`src/rtl/ucm_pkg.sv`:
```
package ucm_pkg;
    localparam int EP_N   = 5;
    localparam int CH_N   = 2;
    localparam int CODE_W = 4;

    typedef logic [CODE_W-1:0] code_t;

    localparam code_t CODE_OPEN = 4'd0;
    localparam code_t CODE_FUSB = 4'd3;
    localparam logic [7:0] WR_AUTO = 8'h0F;

    typedef enum logic [1:0] {
        RA_SEL0 = 2'd0,
        RA_SEL1 = 2'd1,
        RA_WIN  = 2'd2,
        RA_NONE = 2'd3
    } reg_addr_e;

    typedef struct packed {
        code_t sel;
        logic  auto_on;
        logic  err;
    } chan_state_t;

    typedef struct packed {
        logic  valid;
        code_t code;
    } pend_t;

    function automatic logic is_manual(input logic [7:0] w);
        return w <= 8'(EP_N);
    endfunction

    function automatic logic [EP_N-1:0] code_mask(input code_t c);
        logic [EP_N-1:0] m;
        m = '0;
        for (int e = 0; e < EP_N; e++) begin
            if (c == code_t'(e + 1)) m[e] = 1'b1;
        end
        return m;
    endfunction

    function automatic code_t first_code(input logic [EP_N-1:0] v);
        code_t c;
        c = CODE_OPEN;
        for (int e = EP_N - 1; e >= 0; e--) begin
            if (v[e]) c = code_t'(e + 1);
        end
        return c;
    endfunction
endpackage

```
`src/rtl/ucm_act_det.sv`:
```
module ucm_act_det #(
    parameter int CNT_W = 8
) (
    input  logic             clk,
    input  logic             rst,
    input  logic             rx_in,
    input  logic [CNT_W-1:0] win,
    output logic             rx_sync,
    output logic             act
);
    logic             s1_q, s2_q;
    logic [CNT_W-1:0] cnt_q;
    logic             fired_q;
    logic [CNT_W:0]   cnt_nx;

    assign cnt_nx  = {1'b0, cnt_q} + 1'b1;
    assign rx_sync = s2_q;

    always_ff @(posedge clk) begin
        if (rst) begin
            s1_q    <= 1'b1;
            s2_q    <= 1'b1;
            cnt_q   <= '0;
            fired_q <= 1'b0;
            act     <= 1'b0;
        end else begin
            s1_q <= rx_in;
            s2_q <= s1_q;
            act  <= 1'b0;
            if (s2_q) begin
                cnt_q   <= '0;
                fired_q <= 1'b0;
            end else if (!fired_q) begin
                if (cnt_nx >= {1'b0, win}) begin
                    act     <= 1'b1;
                    fired_q <= 1'b1;
                end else begin
                    cnt_q <= cnt_nx[CNT_W-1:0];
                end
            end
        end
    end
endmodule

```
`src/rtl/ucm_chan_ctl.sv`:
```
module ucm_chan_ctl
    import ucm_pkg::*;
(
    input  logic            clk,
    input  logic            rst,
    input  logic            wr_en,
    input  logic [7:0]      wdata,
    input  logic [EP_N-1:0] act,
    input  logic            host_idle,
    output code_t           sel,
    output logic            auto_on,
    output logic            err
);
    chan_state_t     st_q, st_d;
    pend_t           pend_q, pend_d;
    logic [EP_N-1:0] fresh;

    always_comb begin
        st_d   = st_q;
        pend_d = pend_q;
        fresh  = act & ~code_mask(st_q.sel);
        if (wr_en) begin
            if (is_manual(wdata)) begin
                st_d.sel     = code_t'(wdata[CODE_W-1:0]);
                st_d.auto_on = 1'b0;
                pend_d       = '0;
            end else if (wdata == WR_AUTO) begin
                st_d.auto_on = 1'b1;
                pend_d       = '0;
            end else begin
                st_d.err = 1'b1;
            end
        end else if (st_q.auto_on) begin
            if (|fresh) begin
                pend_d.valid = 1'b1;
                pend_d.code  = first_code(fresh);
            end
            if (pend_d.valid && host_idle) begin
                st_d.sel     = pend_d.code;
                pend_d.valid = 1'b0;
            end
        end
    end

    always_ff @(posedge clk) begin
        if (rst) begin
            st_q.sel     <= CODE_FUSB;
            st_q.auto_on <= 1'b0;
            st_q.err     <= 1'b0;
            pend_q       <= '0;
        end else begin
            st_q   <= st_d;
            pend_q <= pend_d;
        end
    end

    assign sel     = st_q.sel;
    assign auto_on = st_q.auto_on;
    assign err     = st_q.err;
endmodule

```
`src/rtl/ucm_xbar.sv`:
```
module ucm_xbar
    import ucm_pkg::*;
(
    input  code_t           eff0,
    input  code_t           eff1,
    input  logic [CH_N-1:0] host_tx,
    input  logic [EP_N-1:0] rx_sync,
    output logic [CH_N-1:0] host_rx,
    output logic [EP_N-1:0] ep_tx
);
    logic [EP_N-1:0] m0, m1;

    assign m0 = code_mask(eff0);
    assign m1 = code_mask(eff1);

    generate
        for (genvar e = 0; e < EP_N; e++) begin : g_ep
            always_comb begin
                if (m0[e])      ep_tx[e] = host_tx[0];
                else if (m1[e]) ep_tx[e] = host_tx[1];
                else            ep_tx[e] = 1'b1;
            end
        end
    endgenerate

    always_comb begin
        host_rx[0] = (|m0) ? |(rx_sync & m0) : 1'b1;
        host_rx[1] = (|m1) ? |(rx_sync & m1) : 1'b1;
    end
endmodule

```
`src/rtl/uart_console_mux.sv`:
```
module uart_console_mux
    import ucm_pkg::*;
#(
    parameter int CNT_W   = 8,
    parameter int DEF_WIN = 8
) (
    input  logic                 clk,
    input  logic                 rst,
    input  logic                 reg_we,
    input  logic [1:0]           reg_addr,
    input  logic [7:0]           reg_wdata,
    input  logic [1:0]           host_tx,
    output logic [1:0]           host_rx,
    input  logic [4:0]           ep_rx,
    output logic [4:0]           ep_tx,
    output logic [7:0]           owner_code,
    output logic [1:0]           auto_mode,
    output logic [1:0]           sel_err
);
    logic [CNT_W-1:0] win_q;
    logic [EP_N-1:0]  rx_sync, act;
    logic [EP_N-1:0]  act_ch [CH_N];
    code_t            sel    [CH_N];
    code_t            eff0, eff1;
    logic [CH_N-1:0]  auto_v, err_v, wr_ch;

    always_ff @(posedge clk) begin
        if (rst) begin
            win_q <= CNT_W'(DEF_WIN);
        end else if (reg_we && reg_addr == RA_WIN) begin
            win_q <= CNT_W'(reg_wdata);
        end
    end

    generate
        for (genvar e = 0; e < EP_N; e++) begin : g_det
            ucm_act_det #(.CNT_W(CNT_W)) u_det (
                .clk     (clk),
                .rst     (rst),
                .rx_in   (ep_rx[e]),
                .win     (win_q),
                .rx_sync (rx_sync[e]),
                .act     (act[e])
            );
        end
    endgenerate

    assign eff0 = sel[0];
    assign eff1 = (sel[1] == sel[0] && sel[1] != CODE_OPEN) ? CODE_OPEN : sel[1];

    assign act_ch[0] = act & {EP_N{auto_v[0]}};
    assign act_ch[1] = act & {EP_N{auto_v[1] & ~auto_v[0]}} & ~code_mask(eff0);

    assign wr_ch[0] = reg_we && reg_addr == RA_SEL0;
    assign wr_ch[1] = reg_we && reg_addr == RA_SEL1;

    generate
        for (genvar c = 0; c < CH_N; c++) begin : g_ch
            ucm_chan_ctl u_ctl (
                .clk       (clk),
                .rst       (rst),
                .wr_en     (wr_ch[c]),
                .wdata     (reg_wdata),
                .act       (act_ch[c]),
                .host_idle (host_tx[c]),
                .sel       (sel[c]),
                .auto_on   (auto_v[c]),
                .err       (err_v[c])
            );
        end
    endgenerate

    ucm_xbar u_xbar (
        .eff0    (eff0),
        .eff1    (eff1),
        .host_tx (host_tx),
        .rx_sync (rx_sync),
        .host_rx (host_rx),
        .ep_tx   (ep_tx)
    );

    assign owner_code = {eff1, eff0};
    assign auto_mode  = auto_v;
    assign sel_err    = err_v;
endmodule

```
`config.mk`:
```
export PLATFORM = sky130hd
export DESIGN_NAME = uart_console_mux
export DESIGN_NICKNAME = d
export VERILOG_FILES = /design/src/rtl/ucm_pkg.sv /design/src/rtl/ucm_act_det.sv /design/src/rtl/ucm_chan_ctl.sv /design/src/rtl/ucm_xbar.sv /design/src/rtl/uart_console_mux.sv
export SDC_FILE = /design/constraint.sdc
export NUM_CORES = 1
export LEC_CHECK = 0
export ABC_AREA = 1
export BUFFER_PORTS_ARGS = -buffer_cell sky130_fd_sc_hd__buf_2
export CAP_MARGIN = 20
export CORE_ASPECT_RATIO = 1.4
export CORE_MARGIN = 3
export CORE_UTILIZATION = 45
export DETAILED_ROUTE_END_ITERATION = 10
export PLACE_DENSITY = 0.72
export SLEW_MARGIN = 20
export SYNTH_ARGS = -nofsm -noshare
export SYNTH_HDL_FRONTEND = slang
export SYNTH_SLANG_ARGS = --single-unit
```
`constraint.sdc`:
```
create_clock -name clk -period 2.8 [get_ports clk]
set_input_delay 0.14 -clock clk [delete_from_list [all_inputs] [get_ports clk]]
set_output_delay 0.14 -clock clk [all_outputs]
set_load 0.01 [all_outputs]
```
After elaboration in Yosys (flattened, before gate mapping)
Cells that the tools add are included.
{ "op_classes": {"n_reduce_logical": 42, "mux": 71, "addsub": 5, "n_bitwise": 23, "n_eq_ne": 23, "magnitude_cmp": 6} }
{ "ops": {"columns": ["op", "count"], "rows": [
  ["two-way mux 5 bit", 12],
  ["adder 8 x 1 -> 9 bit, second input constant", 5],
  [">= comparator 9 x 8 -> 1 bit", 5],
  ["two-way mux 1 bit", 41],
  ["bitwise AND 5 bit", 7],
  ["two-way mux 4 bit", 8],
  ["two-way mux 3 bit", 10],
  ["OR reduction 5 bit", 6],
  ["== test 4 x 2 -> 1 bit, second input constant", 6],
  ["== test 4 x 3 -> 1 bit, second input constant", 6],
  ["AND reduction 2 bit", 9],
  ["OR reduction 3 bit", 5],
  ["inverter 1 bit", 13],
  ["== test 4 x 1 -> 1 bit, second input constant", 3],
  ["AND reduction 3 bit", 4],
  ["inverter 5 bit", 2],
  ["nonzero test 2 bit", 5],
  ["OR reduction 2 bit", 5],
  ["== test 8 x 4 -> 1 bit, second input constant", 1],
  ["less-or-equal comparator 8 x 3 -> 1 bit, second input constant", 1],
  ["logical AND 1 bit", 6],
  ["!= test 3 bit, second input constant", 2],
  ["== test 4 bit", 1],
  ["!= test 2 bit, second input constant", 2],
  ["other kinds (5)", 5]
]} }
{ "totals": {"ff_bits": 90, "inputBits": 20, "out_inout_bits": 19} }

Logic depth before layout (Yosys ltp)
{ "depth": {"word_depth": 17, "ltp_mapped": 16} }

By module
From an unflattened synthesis, not the netlist that was laid out.
{ "unflattened": {"hier_cells": 1006, "area_unflattened_um2": 6640.1} }
{ "modules_own_cells": {"columns": ["module", "cells_each", "seq_area_each_um2", "area_each_um2", "instances"], "rows": [
  ["ucm_act_det", 122, 240.2, 864.6, 5],
  ["ucm_chan_ctl at g_ch[1].u_ctl", 112, 220.2, 716.9, 1],
  ["ucm_chan_ctl at g_ch[0].u_ctl", 112, 220.2, 701.9, 1],
  ["uart_console_mux", 94, 160.2, 544.3, 1],
  ["ucm_xbar", 78, 0.0, 354.1, 1]
]} }

Worst setup path after synthesis
No wires, ideal clock.
{ "synth_path": {"path_type": "reg2reg", "start": "reg g_det[0].u_det.cnt_q[0]", "end": "reg g_det[0].u_det.cnt_q[2]", "path_stages_with_launch": 16, "path_slack_ns": 0.484, "t_required_ns": 2.687, "t_arrival_ns": 2.203, "period_less_slack_ns": 2.316, "cell_sequence": "dfxtp_1 > nand2_1 > nor2_1 > nand3_1 > nor3_1 > xor2_1 > inv_1 > ha_1 > nand2_1 > nor4_1 > nand2_1 > nand4_2 > buf_6 > nand2_1 > nand2_1 > nor2_1"} }
{ "synth_via": {"elab_chain_cells": 4} }
{ "synth_lines": {"columns": ["element", "line", "rtl"], "rows": [
  ["from (decl)", "ucm_act_det.sv:12", "logic [CNT_W-1:0] cnt_q;"],
  ["from (signal assigned)", "ucm_act_det.sv:38", "cnt_q <= cnt_nx[CNT_W-1:0];"],
  ["adder 8 x 1 -> 9 bit", "ucm_act_det.sv:16", "assign cnt_nx = {1'b0, cnt_q} + 1'b1;"],
  ["via g_det[0].u_det.cnt_nx[7]", "ucm_act_det.sv:14", "logic [CNT_W:0] cnt_nx;"],
  [">= comparator 9 x 8 -> 1 bit", "ucm_act_det.sv:34", "if (cnt_nx >= {1'b0, win}) begin"],
  ["inverter 1 bit (no line)", null, null],
  ["AND reduction 2 bit (no line)", null, null]
]} }
The timed path passes the listed nets, and every way through them passes these cells.
A chain may end at the register's enable or synchronous reset.

Worst setup path after layout
{ "layout_path": {"start": "reg g_det[3].u_det.cnt_q[0]", "end": "reg g_det[3].u_det.cnt_q[1]"} }
{ "layout_via": {"elab_chain_cells": 4} }
{ "layout_lines": {"columns": ["element", "line"], "rows": [
  ["from (decl)", "ucm_act_det.sv:12"],
  ["from (signal assigned)", "ucm_act_det.sv:38"],
  ["adder 8 x 1 -> 9 bit", "ucm_act_det.sv:16"],
  ["via g_det[3].u_det.cnt_nx[4]", "ucm_act_det.sv:14"],
  [">= comparator 9 x 8 -> 1 bit", "ucm_act_det.sv:34"],
  ["inverter 1 bit (no line)", null],
  ["AND reduction 2 bit (no line)", null]
]} }
The timed path passes the listed nets, and every way through them passes these cells.

==> metrics.txt <==
Worst Path Required 3.08 ns; Rel. slew slack 56.3%; Clock Skew 0.00748 ns; path type of the worst setup path reg2reg; H-Tree Depth 3; Worst-Skew Late Latency 0.34 ns; post-synthesis register bit count 90; Tcrit/Tclk final 92.4%; CORE AREA 12900 sq um; clock power share 41.5%; gr ovfl total 0; CTS sink cnt 90; first-pass GRT wire length 23500 microns; Die Y 142 microns; Crit. End Element register; Hold Path Cell Cnt 3; Global Route met1 Usage 22.3%; GR Util met2 36.1%; Top cell by count, worst path nand2_1; final WL 14600 microns; initial antenna violation count 0; Reg2Reg Setup Slack 0.21 ns; share of the synthesized area in the top cell type 30.2%; Crit path max-delay family simple AND/OR/NAND/NOR gates; sw power 0.722 mW; Max Clock Freq 386 MHz; Cell Pwr Density 426 nW/um^2; Area growth syn-to-layout 12.5%; Worst Setup Start Kind register; Residual DRC 0; Tmin final 2.59 ns; Total Nets Final 1008; Rows 49; Internal 2.14 mW; hold path start reg_wdata[3]; WL per Instance 13.0 microns; area of the multi-input gates 3680 sq um; leading area contributor after synthesis dfxtp_1; clock tree buffer depth 2; Final GP Congestion 0.923; fraction of layout cells with a size suffix above 1 11.4%; via/cell ratio 5.01; Cell variety after synth 40; Top Usage Layer GRT met2; syn_area_per_cell 6.60 sq um; worst-path maximum fanout 6; CP bufs+invs 0; die width 103 microns; switching part of the total 25.2%; Post-CTS Setup Repair Bufs 0; Syn Std Cell Area 5960 sq um; PortBufs 38; die area 14700 sq um; Worst R2R Start g_det[3].u_det.cnt_q[0]; Critical R2R Capture g_det[3].u_det.cnt_q[1]; CTS buffer count 9; sequential cell area 1800 sq um; post-synthesis cell count 904; Via Count 5635; Cell Chain, Critical Path ha_1 > nand2_1 > nor2_2 > xor2_1 > ha_1 > a21oi_1 > o21ai_0 > a21oi_4 > nand4_2 > nand2_1 > nand2_1 > nor2_1; Total GRT Usage 20.1%; commonest non-fill, non-tap cell in the layout nand2_1; Root Buffer clkbuf_16; cells on worst reg2reg path 12; Initial Utilization 46.1%; Leakage Power 3.21 nW; MaxCap Viol Count 0; Seq pwr share 46.3%; DR iter-0 viols 204; register area share after synthesis 30.2%; grt met3 use 3.24%; Slowest cell on crit path dfxtp_1; critical path startpoint g_det[3].u_det.cnt_q[0]; Hold WC Path Type in2reg; fill count 1286; DP Wirelength 10900 microns; TritonCTS clock tree done; critical path's largest stage delay 0.43 ns; crit path DAT 2.86 ns; most frequent cells in the layout nand2_1 (227), nor2_1 (142), inv_1 (122); Worst-path clk slew 0.06 ns; status complete, no violations; vias in the first global route 5318; Synth warnings 0; peak supply drop 0.000218 V; Fin. Hold Viols 0; Comb power frac 12.2%; Worst Max-Slew Pin Slew 0.655 ns; setup tns final 0 ns; DRT Pass-1 Iters 4; IO Pins 39; Hold Slack 0.0929 ns; post-route ant nets 0; largest cells by area after synthesis dfxtp_1 (30%), nand2_1 (14%), ha_1 (9.4%), nor2_1 (9.1%), inv_1 (7.7%); # setup viols final 0; Hold Path Sink win_q[3]; Slew Limit Fails 0; ANT cells 0; largest net degree at the start of global routing 31; syn_nets 969; Total Power 2.86 mW
## metrics by stage
stage          area, sq um  util (%)  worst slack, ns  instances
5_1_grt               6710      51.9          -0.0320       1125
2_1_floorplan         5960         -            0.484        904
6_report              6710      51.9            0.212       1125
4_1_cts               6600      51.0            0.127       1123
3_3_place_gp          6260      48.4            0.164       1103
3_5_place_dp          6260      48.4            0.160       1103
## per-layer routing
metal / routed length, microns / vias to the layer above
met4: 652 / 0
met3: 617 / 44
met5: 0 / -
met1: 5990 / 2500
li1: - / 2957
met2: 7360 / 134
## registers in the layout (all words and copies together) (netlist names)
signal	count
g_det.u_det.cnt_q	40
g_ch.u_ctl.auto_on	2
g_det.u_det.s1_q	5
g_ch.u_ctl.pend_q	10
g_det.u_det.rx_sync	5
g_det.u_det.act	5
g_ch.u_ctl.sel	8
win_q	8
g_ch.u_ctl.err	2
g_det.u_det.fired_q	5
## timing repair
item / CTS / global route
hold buffers: 5 / 0
endpoints found under the setup margin: 0 / 34
gates resized for setup: 0 / 15
hold endpoints to repair: 5 / 0
## cell usage after synthesis (all sizes together)
cell type	n
clkbuf	6
xnor2	2
a21oi	41
a2111oi	1
a31oi	2
nand3	45
nand3b	6
o21ai	33
o211ai	4
a21boi	3
o31ai	1
o22ai	1
dfxtp	90
a221oi	1
buf	11
ha	45
inv	125
nand2	237
o211a	1
a21o	4
clkinv	1
nor4	4
nor3	11
or2	10
xor2	30
nand4	25
nor2	160
o21bai	1
a211oi	3
## worst register-to-register path, cell delays in order, from the launching register on
cell and delay [ns]:
dfxtp_1 0.43, ha_1 0.22, nand2_1 0.07, nor2_2 0.18, xor2_1 0.23, ha_1 0.31
a21oi_1 0.16, o21ai_0 0.20, a21oi_4 0.27, nand4_2 0.22, nand2_1 0.11, nand2_1 0.05
nor2_1 0.09
## worst max-delay path by stage
| stage | end | slack, ns | cells past startpoint |
|---|---|---|---|
| 6_report | g_det[3].u_det.cnt_q[1] | 0.21 | 12 |
| 2_1_floorplan | g_det[0].u_det.cnt_q[2] | 0.48 | 15 |
| 3_5_place_dp | g_det[0].u_det.cnt_q[5] | 0.16 | 13 |
| 4_1_cts | g_det[0].u_det.cnt_q[6] | 0.13 | 13 |
| 3_3_place_gp | g_det[0].u_det.cnt_q[5] | 0.16 | 13 |
| 5_1_grt | g_det[3].u_det.cnt_q[4] | -0.03 | 13 |
## final cells by class
cell class,instances,area share (%)
multi-input combinational,673,54.9
sequential,90,26.9
inverter,126,7.05
clock buffer,12,3.67
timing repair buffer,43,3.58
tap,178,3.32
clock inverter,3,0.597
## power groups by stage
stage	registers [mW]	clock network, mW	logic, mW
2_1_floorplan	1.35	0	0.254
6_report	1.32	1.19	0.350
5_1_grt	1.33	1.27	0.401
3_3_place_gp	1.35	0	0.322
4_1_cts	1.32	1.21	0.334
3_5_place_dp	1.35	0	0.327
## kinds of logic after synthesis
family	share of synthesized area, %
AOI/OAI and AO/OA	9.36
xor gates and xnor gates	4.70
adders and majority gates	9.44
buffers and inverters	9.88
DFF	30.2
and+or+nand+nor	36.4
Note: power is estimated with default switching activity, not from simulation.
